`src/rtl/int_alu_pkg.sv`:
```
package int_alu_pkg;
  typedef enum logic [2:0] {
    OP_ADD = 3'd0,
    OP_SUB = 3'd1,
    OP_MUL = 3'd2,
    OP_CMP = 3'd3,
    OP_SHF = 3'd4
  } alu_op_e;
endpackage

```
`src/rtl/int_alu_arith.sv`:
```
module int_alu_arith
  import int_alu_pkg::*;
#(
  parameter int      WIDTH        = 8,
  parameter alu_op_e OP           = OP_ADD,
  parameter bit      SIGNED_ARITH = 1'b0
) (
  input  logic [WIDTH-1:0] a_i,
  input  logic [WIDTH-1:0] b_i,
  output logic [WIDTH-1:0] res_o
);
  localparam int PW = 2 * WIDTH;

  if (OP == OP_SUB) begin : g_sub
    assign res_o = a_i - b_i;
  end else if (OP == OP_MUL) begin : g_mul
    logic [PW-1:0] prod;
    if (SIGNED_ARITH) begin : g_smul
      logic signed [PW-1:0] sa, sb;
      assign sa   = PW'($signed(a_i));
      assign sb   = PW'($signed(b_i));
      assign prod = PW'(sa * sb);
    end else begin : g_umul
      assign prod = PW'(a_i) * PW'(b_i);
    end
    assign res_o = prod[WIDTH-1:0];
  end else begin : g_add
    assign res_o = a_i + b_i;
  end
endmodule

```
`src/rtl/int_alu_cmp.sv`:
```
module int_alu_cmp #(
  parameter int WIDTH        = 8,
  parameter bit SIGNED_ARITH = 1'b0
) (
  input  logic [WIDTH-1:0] a_i,
  input  logic [WIDTH-1:0] b_i,
  output logic [WIDTH-1:0] res_o
);
  logic gt, eq;

  if (SIGNED_ARITH) begin : g_s
    assign gt = $signed(a_i) > $signed(b_i);
  end else begin : g_u
    assign gt = a_i > b_i;
  end
  assign eq = (a_i == b_i);

  always_comb begin
    if (eq)      res_o = '0;
    else if (gt) res_o = WIDTH'(1);
    else         res_o = '1;
  end
endmodule

```
`src/rtl/int_alu_shdec.sv`:
```
// Turns operand b into a direction, a stage amount and a saturation flag.
module int_alu_shdec #(
  parameter int WIDTH        = 8,
  parameter bit SIGNED_ARITH = 1'b0,
  parameter bit ROTATE       = 1'b0,
  localparam int LG          = (WIDTH > 1) ? $clog2(WIDTH) : 1
) (
  input  logic [WIDTH-1:0] b_i,
  output logic             left_o,
  output logic             sat_o,
  output logic [LG-1:0]    amt_o
);
  localparam logic [WIDTH-1:0] NW = WIDTH[WIDTH-1:0];
  logic [WIDTH-1:0] mag;

  assign left_o = b_i[WIDTH-1];

  if (SIGNED_ARITH) begin : g_smag
    assign mag = b_i[WIDTH-1] ? (~b_i + 1'b1) : b_i;
  end else begin : g_umag
    assign mag = {1'b0, b_i[WIDTH-2:0]};
  end

  if (ROTATE) begin : g_rot
    logic [WIDTH-1:0] md;
    assign md    = mag % NW;
    assign sat_o = 1'b0;
    assign amt_o = md[LG-1:0];
  end else begin : g_fill
    assign sat_o = (mag >= NW);
    assign amt_o = sat_o ? '0 : mag[LG-1:0];
  end
endmodule

```
`src/rtl/int_alu_barrel.sv`:
```
// Log-depth shifter; stage k moves by 2**k in the decoded direction.
module int_alu_barrel #(
  parameter int WIDTH  = 8,
  parameter bit ROTATE = 1'b0,
  localparam int LG    = (WIDTH > 1) ? $clog2(WIDTH) : 1
) (
  input  logic [WIDTH-1:0] a_i,
  input  logic             left_i,
  input  logic             sat_i,
  input  logic [LG-1:0]    amt_i,
  output logic [WIDTH-1:0] res_o
);
  logic             fill;
  logic [WIDTH-1:0] stg [0:LG];

  assign fill   = left_i ? a_i[0] : a_i[WIDTH-1];
  assign stg[0] = a_i;

  for (genvar k = 0; k < LG; k++) begin : g_stage
    localparam int S = 1 << k;
    logic [WIDTH-1:0] shl, shr;
    for (genvar i = 0; i < WIDTH; i++) begin : g_bit
      if (i + S < WIDTH) begin : g_r_in
        assign shr[i] = stg[k][i+S];
      end else if (ROTATE) begin : g_r_wrap
        assign shr[i] = stg[k][i+S-WIDTH];
      end else begin : g_r_fill
        assign shr[i] = fill;
      end
      if (i >= S) begin : g_l_in
        assign shl[i] = stg[k][i-S];
      end else if (ROTATE) begin : g_l_wrap
        assign shl[i] = stg[k][i-S+WIDTH];
      end else begin : g_l_fill
        assign shl[i] = fill;
      end
    end
    assign stg[k+1] = amt_i[k] ? (left_i ? shl : shr) : stg[k];
  end

  assign res_o = sat_i ? {WIDTH{fill}} : stg[LG];
endmodule

```
`src/rtl/int_alu.sv`:
```
module int_alu
  import int_alu_pkg::*;
#(
  parameter int      WIDTH        = 8,
  parameter alu_op_e OP           = OP_ADD,
  parameter bit      SIGNED_ARITH = 1'b0,
  parameter bit      ROTATE       = 1'b0
) (
  input  logic [WIDTH-1:0] a_i,
  input  logic [WIDTH-1:0] b_i,
  output logic [WIDTH-1:0] res_o
);
  localparam int LG = (WIDTH > 1) ? $clog2(WIDTH) : 1;

  if (OP == OP_CMP) begin : g_cmp
    int_alu_cmp #(.WIDTH(WIDTH), .SIGNED_ARITH(SIGNED_ARITH)) u_cmp (
      .a_i(a_i), .b_i(b_i), .res_o(res_o)
    );
  end else if (OP == OP_SHF) begin : g_shf
    logic          left, sat;
    logic [LG-1:0] amt;
    int_alu_shdec #(.WIDTH(WIDTH), .SIGNED_ARITH(SIGNED_ARITH), .ROTATE(ROTATE)) u_dec (
      .b_i(b_i), .left_o(left), .sat_o(sat), .amt_o(amt)
    );
    int_alu_barrel #(.WIDTH(WIDTH), .ROTATE(ROTATE)) u_bar (
      .a_i(a_i), .left_i(left), .sat_i(sat), .amt_i(amt), .res_o(res_o)
    );
  end else begin : g_arith
    int_alu_arith #(.WIDTH(WIDTH), .OP(OP), .SIGNED_ARITH(SIGNED_ARITH)) u_arith (
      .a_i(a_i), .b_i(b_i), .res_o(res_o)
    );
  end
endmodule

```
`config.mk`:
```
export PLATFORM = sky130hd
export DESIGN_NAME = int_alu
export DESIGN_NICKNAME = d
export VERILOG_FILES = /design/src/rtl/int_alu_pkg.sv /design/src/rtl/int_alu_arith.sv /design/src/rtl/int_alu_cmp.sv /design/src/rtl/int_alu_shdec.sv /design/src/rtl/int_alu_barrel.sv /design/src/rtl/int_alu.sv
export SDC_FILE = /design/constraint.sdc
export NUM_CORES = 1
export LEC_CHECK = 0
export BUFFER_PORTS_ARGS = -buffer_cell sky130_fd_sc_hd__buf_2
export CAP_MARGIN = 20
export CELL_PAD_IN_SITES_DETAIL_PLACEMENT = 0
export CELL_PAD_IN_SITES_GLOBAL_PLACEMENT = 1
export CORE_AREA = 2 2 39 41
export DETAILED_ROUTE_END_ITERATION = 7
export DIE_AREA = 0 0 41 43
export GPL_TIMING_DRIVEN = 0
export PLACE_DENSITY_LB_ADDON = 0.1
export SYNTH_ARGS = -nofsm -noshare
export SYNTH_HDL_FRONTEND = slang
export SYNTH_SLANG_ARGS = --single-unit
export TNS_END_PERCENT = 10
```
`constraint.sdc`:
```
create_clock -name vclk -period 1.8
set_input_delay 0.18 -clock vclk [all_inputs]
set_output_delay 0.18 -clock vclk [all_outputs]
set_load 0.01 [all_outputs]
```
# After elaboration in Yosys (flattened, before gate mapping)
# Index checks and enable logic that the tools add are counted.
# Widths: inputs -> output; s select.
# totals
in_bits	16
regBits	0
out_inout_bits	8
wordCells	1
# op_classes
addsub	1
# ops
op	count
$add 8x8->8	1

# Depth between registers and ports, before layout
# depth
ltp_word	1
ltp_mapped	6
depth_no_buf	6

# Worst setup path after synthesis
# Ideal clock, no wire load.
# synth_path
path_type	input to output
start	in a_i[0]
end	out res_o[6]
n_path_buf	0
path_stages	6
arrival_ns	1.384
t_required_ns	1.620
slack_ns	0.236
cell_sequence	ha_1 -> inv_1 -> fa_1 -> nor2b_4 -> o31a_1 -> o311ai_1
# synth_via
elab_chain_len	1
# synth_rtl
element	line	text
start, declared	int_alu.sv:9	input logic [WIDTH-1:0] a_i,
$add 8x8->8	int_alu_arith.sv:28	assign res_o = a_i + b_i;
end, declared	int_alu.sv:11	output logic [WIDTH-1:0] res_o
# Every way passes these cells.

# Final worst setup path
# Same ends and word-level chain as after synthesis.

==> results.cfg <==
[cells_and_area]
design_area_um2 = 482
fill_cells = 165
diodes = 0
nFlopsAndLatches = 0
multi_input_area_um2 = 315
drive_above_1_share_pct = 40.3
fin_util_pct = 34.8
syn_to_final_growth_pct = 45.3
instances_no_fill = 83
final-seq-area_um2 = 0
nets = 93
clock_buffers = 0

[yosys]
synth_cells = 42
synth.distinct_cells = 23
syn-num-nets = 66
synth_most_common_cell = ha_1
synth_top_area_cell = ha_1
yosys_warnings = 0
yosys.area.top_type_share_pct = 26.4
syn_avg_cell_area_um2 = 7.89
ys_seq_area_share_pct = 0
synthTopCellsByArea = ha_1, a21oi_1, o211ai_1, fa_1, inv_1
syn-cell-area_um2 = 332
synth_commonest_cells = ha_1, a21oi_1, inv_1, o211ai_1

[grt]
grt_pass1_wl_um = 1280
grt_pass1_vias = 328
grt_max_degree = 7
grt_overflow = 0
grt.total_usage_pct = 9.40
antenna_found_initial = 0

[drt]
vias_per_cell = 4.78
drtPass1Iterations = 2
first_iter_violations = 6
final_antenna_net_count = 0
drc = 0
drt-total-wl_um = 772
vias = 397
routedWlPerCell_um = 9.30

[power]
power.total_mw = 0.172
p_per_area_nw_per_um2 = 357
p_leak_nw = 0.246
ir_worst_vdd_mv = 0.130

[place]
dp.cells = 82
portBuffers = 24
place.gp.congestion = 0.643
dpl-instance-area_um2 = 472
hpwl_um = 669
dpl_worst_slack_ns = 0.0303

[timing]
finalSetupViolCount = 0
worst_slack_ns = 0.0954
slew_headroom_pct = 77.9
totalNegativeSetupSlack_ns = 0
finalHoldViolCount = 0
period_needed_ns = 1.70
rsz0062_at_grt = false
worst_slew_pin_slew_ns = 0.330
fmax_mhz = 587
slew_violations = 0
holdWs_ns = 0.651
finalCritPeriodShare_pct = 94.7

[floorplanning]
core_um2 = 1380
rows = 14
fp.dieW_um = 41
start_util_pct = 24.0
io_pins = 24
die_y_um = 43
die-area_um2 = 1760

[setup_path]
worst-setup-path-type = in2out
worst_setup_path_end_kind = output pin
crit_arrival_ns = 1.52
required_ns = 1.62
start_kind = primary input
crit_path_max_fanout = 3

[min_path]
min_path_type = in2out

[run]
drv_cap = 0

[outcome]
status = finished clean
-- layout by cell type, fill, tap and decap left out --
master and n:
buf_4 1, a211oi_1 1, xor2_1 2, o21ai_0 2, buf_2 24, fa_2 1, a21o_1 1, inv_1 5
nor2b_1 1, nor3_1 1, nand2b_1 1, o2bb2ai_1 1, nor3b_1 1, o311ai_0 1, o21a_1 1, o311ai_1 1
a221oi_1 1, a21oi_1 5, nor2_1 1, xnor2_1 2, o211ai_1 3, nor2b_4 1, o31a_1 1, nand2_1 1
ha_1 7
-- area by class of cell --
cell class,count,share of cell area (%)
Inverter,5,3.90
Multi-Input combinational cell,37,65.5
Tap cell,16,4.16
Timing Repair Buffer,25,26.5
-- cells by family after synthesis --
logic type	after synthesis	synth area share, %
simple gates	7	14.0
xor+xnor	4	10.6
fa+ha+maj	8	32.5
buf+inv	5	5.66
compound gates	18	37.4
-- final timing paths --
check,startpoint,end,slack (ns),cells past startpoint
worst min-delay path,b_i[0],res_o[0],0.65,3
worst max-delay path,a_i[0],res_o[6],0.1,8
-- power by group --
part | switching [mW] | leakage [nW] | internal [mW] | total (mW)
logic | 0.0868 | 0.246 | 0.0849 | 0.172
clock network | 0 | 0 | 0 | 0
registers | 0 | 0 | 0 | 0
total | 0.0868 | 0.246 | 0.0849 | 0.172
-- critical path: stages --
cell,delay (ns)
buf_2,0.10
ha_1,0.22
inv_1,0.09
fa_2,0.24
nor2b_4,0.05
o31a_1,0.25
o311ai_1,0.22
buf_2,0.17
-- timing repair --
item	CTS	global route
gates resized for setup	0	1
endpoints found under the hold margin	0	0
endpoints found under the setup margin	0	1
setup buffers	0	1
hold buffers	0	0
-- per-layer routing --
metal,vias to the layer above,GRT usage (%),part of all wire [%]
met3,0,0,6.0
li1,212,-,-
met1,171,14.0,49
met4,0,0,0
met2,14,15.6,45
met5,-,0,0
(Power assumes the default switching activity.)
